$ cat src/rtl/eeprom_cfg_loader.sv
module eeprom_cfg_loader #(
  parameter int HALF_DIV = 2,
  parameter logic [15:0] DEF_VID = 16'h1234,
  parameter logic [15:0] DEF_PID = 16'h5678
) (
  input  logic        clk,
  input  logic        rst,
  input  logic        ee_do_i,
  output logic        ee_cs_o,
  output logic        ee_sk_o,
  output logic        ee_di_o,
  output logic [15:0] vid_o,
  output logic [15:0] pid_o,
  output logic [2:0]  port_cnt_o,
  output logic [3:0]  nonrem_o,
  output logic [7:0]  max_pwr_o,
  output logic        use_ee_o,
  output logic        amber_en_o,
  output logic        done_o
);
  localparam int NBYTES   = 9;
  localparam int CMD_BITS = 10;
  localparam int SLOTS    = CMD_BITS + 8 + 1;
  localparam int CW       = (HALF_DIV > 1) ? $clog2(HALF_DIV) : 1;
  localparam logic [CW-1:0] CNT_LAST  = CW'(HALF_DIV - 1);
  localparam logic [4:0]    SLOT_LAST = 5'(SLOTS - 1);
  localparam logic [4:0]    RD_FIRST  = 5'(CMD_BITS);
  localparam logic [4:0]    RD_LAST   = 5'(CMD_BITS + 7);
  localparam logic [3:0]    IDX_LAST  = 4'(NBYTES - 1);

  logic          busy, ph;
  logic [CW-1:0] cnt;
  logic [4:0]    slot;
  logic [3:0]    idx;
  logic [7:0]    shreg;
  logic [7:0]    b_vl, b_vh, b_pl, b_ph, b_ck, b_port, b_pwr;
  logic [3:0]    b_mask;

  wire [CMD_BITS-1:0] cmd    = {3'b110, 3'b000, idx};
  wire [CMD_BITS-1:0] cmd_sh = cmd << slot;
  wire [7:0] csum_calc = b_vl + b_vh + b_pl + b_ph + 8'd1;
  wire       img_ok    = (csum_calc == b_ck) && (b_port >= 8'd1) && (b_port <= 8'd4);
  wire       half_end  = (cnt == CNT_LAST);

  assign ee_cs_o    = busy && !rst && (slot != SLOT_LAST);
  assign ee_sk_o    = ee_cs_o && ph;
  assign ee_di_o    = ee_cs_o && (slot < RD_FIRST) && cmd_sh[CMD_BITS-1];
  assign amber_en_o = !busy && !use_ee_o;

  always_ff @(posedge clk) begin
    if (rst) begin
      busy <= 1'b1; ph <= 1'b0; cnt <= '0; slot <= '0; idx <= '0; shreg <= '0;
      done_o <= 1'b0; use_ee_o <= 1'b0;
      vid_o <= DEF_VID; pid_o <= DEF_PID; port_cnt_o <= 3'd4;
      nonrem_o <= 4'd0; max_pwr_o <= 8'h32;
    end else begin
      done_o <= 1'b0;
      if (busy) begin
        if (!half_end) begin
          cnt <= cnt + 1'b1;
        end else begin
          cnt <= '0;
          ph  <= ~ph;
          if (!ph && slot >= RD_FIRST && slot <= RD_LAST)
            shreg <= {shreg[6:0], ee_do_i};
          if (ph) begin
            if (slot == RD_LAST) begin
              case (idx)
                4'd0: b_vl   <= shreg;
                4'd1: b_vh   <= shreg;
                4'd2: b_pl   <= shreg;
                4'd3: b_ph   <= shreg;
                4'd4: b_ck   <= shreg;
                4'd6: b_mask <= shreg[3:0];
                4'd7: b_port <= shreg;
                4'd8: b_pwr  <= shreg;
                default: ;
              endcase
            end
            if (slot == SLOT_LAST) begin
              slot <= '0;
              if (idx == IDX_LAST) begin
                busy   <= 1'b0;
                done_o <= 1'b1;
                if (img_ok) begin
                  use_ee_o   <= 1'b1;
                  vid_o      <= {b_vh, b_vl};
                  pid_o      <= {b_ph, b_pl};
                  port_cnt_o <= b_port[2:0];
                  nonrem_o   <= b_mask;
                  max_pwr_o  <= b_pwr;
                end
              end else begin
                idx <= idx + 1'b1;
              end
            end else begin
              slot <= slot + 1'b1;
            end
          end
        end
      end
    end
  end
endmodule

$ cat config.mk
export PLATFORM = sky130hd
export DESIGN_NAME = eeprom_cfg_loader
export DESIGN_NICKNAME = d
export VERILOG_FILES = /design/src/rtl/eeprom_cfg_loader.sv
export SDC_FILE = /design/constraint.sdc
export NUM_CORES = 1
export LEC_CHECK = 0
export CAP_MARGIN = 40
export CORE_UTILIZATION = 40
export DETAILED_ROUTE_END_ITERATION = 16
export PLACE_DENSITY = 0.69
export RECOVER_POWER = 100
export SLEW_MARGIN = 10
export SYNTH_ARGS = -nofsm -noshare
export SYNTH_HDL_FRONTEND = slang
export SYNTH_SLANG_ARGS = --single-unit
$ cat constraint.sdc
create_clock -name clk -period 3.35 [get_ports clk]
set_input_delay 0.335 -clock clk [delete_from_list [all_inputs] [get_ports clk]]
set_output_delay 0.335 -clock clk [all_outputs]
set_load 0.005 [all_outputs]
==> impl_results.md <==
* Run status: finished with violations
* Failing checks: setup timing
* Int Pwr at 2.81 mW
* Mapped cell area at about 5400 um2
* Largest family of logic cells by synthesized area: simple AND/OR/NAND/NOR gates
* Met2 routed WL at 6.04 mm
* Sw Ratio at 20.1%
* Max Cap Viol at 0
* Clock Sinks at 129
* Pre-CTS setup slack at -0.289 ns
* Final-report setup violation count at 48
* Setup CP Type: flip-flop to flip-flop
* Critical path data arrival time at 3.92 ns
* DR WL met3 at 685 um
* Sequential fraction of the synthesis area at 58.5%
* Flop pwr share at ~47%
* Hold Fails Final Rpt at 0
* Vias in the first global route at between 3000 and 4000
* Clock Path Buffers at 2
* Ant. Diodes at 0
* Fmax at about 270 MHz
* Yosys warnings at 0
* Area delta synth->final at 30.4%
* CTS tree: built
* Clock share of power at 52.3%
* Drt drc at 0
* Largest net degree at the start of global routing at 32
* Clock insertion delay at the later pin of the skew report at 0.42 ns
* Synthesized area per cell at approximately 11 um2
* Crit. End Element: flip-flop
* Starting Density at around two fifths
* Max_slew headroom at between 40% and 50%
* Adder-cell share of the synthesized area at around 8.4%
* Final wirelength at around 13 mm
* Synth cell types at 41
* Worst-path clk slew at 0.06 ns
* Crit start category: flip-flop
* Final worst-path cycle share at 109%
* Num rows at 42
* Congestion Overflow GR at 0
* Vias per cell at 5.27
* Peak supply drop at about 0.00036 V
* Most used DFF post-synth: dfxtp_1
* Max Used Layer: met4
* DP Area at 6370 um2
* Combinational power share at 1.0%
* Antenna violations before repair at 0
* M1 WL at 5.90 mm
* Synthesized net count at just over 500
* RSZ-0062 raised after global routing: yes
* Total die area at 14100 um2
* Worst Path Max Fanout at 13
* DRT iter0 DRCs at about 320
* Post-route ant nets at 0
* DP Wirelength at 8.83 mm
* Die Ht at 119 um
* Skew final at about 0.0085 ns
* XOR/XNOR Fraction of Synth Area at 4.14%
* Drt first pass iters at 4
* Fraction of the mapped netlist area in simple logic gates at 13.0%
* Ys async rst share at 0%
* Sw power at 707 uW
* Port Buffers at 55
* Post-synth EDFFs at 60
* Critical path required time at between 3 and 4 ns
* First-pass GRT wire length at 20.3 mm
* Layout cells sized above 1 at 15.4%
* Slack of the critical path at -0.298 ns
* Design Area, Final at 7100 um2
* Pwr Density at 495 nW/um2
* Nets@finish at 583
* Mux cell area share after synthesis at under 10%
* Syn Inst Count at 478
* CTS root buf: clkbuf_16
* DIE WIDTH at 119 um
* CTS Buf Count at 17
* WL per Instance at 17.4 um
* Final Wtd Congestion at 0.910
* Core area at 13200 um2
* FF+latch count, synth at 129
* Fin crit period at ~3.6 ns
* Final Max Slew Viols at 0
* Hold crit path type: input pin to flip-flop
* Gr usage total at roughly a fifth
* CTS H-tree depth at 4
* Worst-Margin Slew at 0.793 ns
* IO Count at 56
* P_leak at roughly 2.5 nW
* Total number of vias at 3903
* Biggest regs: pid_o x16, vid_o x16
* Synth Area in Compound Gates at 10.0%
-- stage by stage --
step	total power, mW	setup TNS (ns)	hold WS (ns)	cells	util [%]
floorplan	1.70	0	0.454	478	-
global placement	1.71	-4.07	0.465	703	48.1
detailed placement	1.71	-11.18	0.464	704	48.1
CTS	3.54	-9.60	0.329	737	53.0
global route	3.61	-22.20	0.355	741	53.6
finish	3.52	-10.87	0.334	741	53.6
-- Yosys cell counts, types with 2 or more instances --
cell type  count  area share, %
inv_1         18            1.2
buf_2          3           0.28
and3_1         5           0.57
o31ai_1        2           0.28
nand4_1        7           0.80
nor2b_1        2           0.23
nand2_1       10           0.69
xor2_1        10            1.6
nand3_1       66            6.1
o21ai_1       10           0.92
a21oi_1       36            3.3
buf_4          2           0.28
and2_1         5           0.57
xnor2_1       13            2.1
mux2i_1        9            1.7
o21ai_0       41            3.8
nand3b_1       2           0.28
buf_6          3           0.62
clkbuf_1      25            1.7
edfxtp_1      60             33
nor3b_1        2           0.28
nor2_1        21            1.4
fa_1          14            5.1
o311ai_1       2           0.32
nor3_1        11            1.0
ha_1          14            3.2
dfxtp_1       69             25
a21o_1         3           0.41
-- logic make-up (layout without fill, tap and decap cells) --
kind of cell             Yosys count  count (layout)
buffers and inverters             52             139
AO/OA/AOI/OAI                     98              98
multiplexers                      10              10
XOR/XNOR                          24              24
flip-flops                       129             129
AND/OR/NAND/NOR                  137             137
adder cells (fa/ha/maj)           28              28
-- repair_timing --
action / CTS / global route
buffers inserted: 1 / 1
cloned: 0 / 3
hold buffers: 0 / 0
pin swaps: 0 / 3
resized for setup: 12 / 20
endpoints found under the setup margin: 48 / 48
-- power by group through the flow --
stage	clock network, mW	logic (mW)	registers (mW)
after floorplan	0	0.0235	1.67
after global placement	0	0.0338	1.68
after detailed placement	0	0.0343	1.68
after CTS	1.86	0.0345	1.64
after global routing	1.93	0.0374	1.64
final	1.84	0.0335	1.64
-- cell usage in the layout (no fill, tap or decap), drive strengths merged, types with 2 or more instances in the layout --
cell           netlist  final
clkbuf              25     21
nor3                11     11
a21oi               36     36
nand3               66     66
nor3b                2      2
and3                 5      5
nand4                7      7
o31ai                2      2
clkinv               1      8
fa                  14     14
a21o                 3      3
dlygate4sd3          0     52
dfxtp               69     69
inv                 18     20
ha                  14     14
nor2                21     21
buf                  8     30
nand3b               2      2
clkinvlp             0      3
o21ai               51     51
edfxtp              60     60
nand2               10     10
o311ai               3      3
xor2                10     10
mux2i                9      9
nor2b                2      2
and2                 5      5
xnor2               13     13
bufinv               0      3
clkdlybuf4s50        0      2
or3                  2      2
-- path summary, 6_finish.rpt --
check        cells after the start      endpoint  slack (ns)  startpoint
max                             13  max_pwr_o[1]       -0.30     b_pl[1]
min                              2       slot[0]        0.33         rst
max reg2reg                     13  max_pwr_o[1]       -0.30     b_pl[1]
min reg2reg                      2      pid_o[2]        0.46    pid_o[2]
-- per-layer routing --
| layer | vias up | GRT usage, % |
|---|---|---|
| met2 | 117 | 29.3 |
| met4 | 0 | 6.57 |
| met3 | 19 | 5.98 |
| li1 | 1867 | - |
| met5 | - | 0 |
| met1 | 1900 | 25.8 |
-- cell type report --
cell class,count,area (um2)
fill,1122,6140
timing repair buffer,88,887
clock buffer,17,425
tap,176,220
multi-input combinational,297,2140
sequential,129,3180
clock inverter,15,166
inverter,19,71.3
-- critical path: stages, from the launching register on --
cell	delay, ns
edfxtp_1	0.42
fa_1	0.52
fa_1	0.50
ha_2	0.18
inv_2	0.04
fa_1	0.48
xor2_1	0.17
nand4_1	0.17
a2111oi_4	0.26
nand4_1	0.13
buf_4	0.18
buf_2	0.20
o21ai_1	0.16
nand3_1	0.10
(Power assumes the default switching activity.)
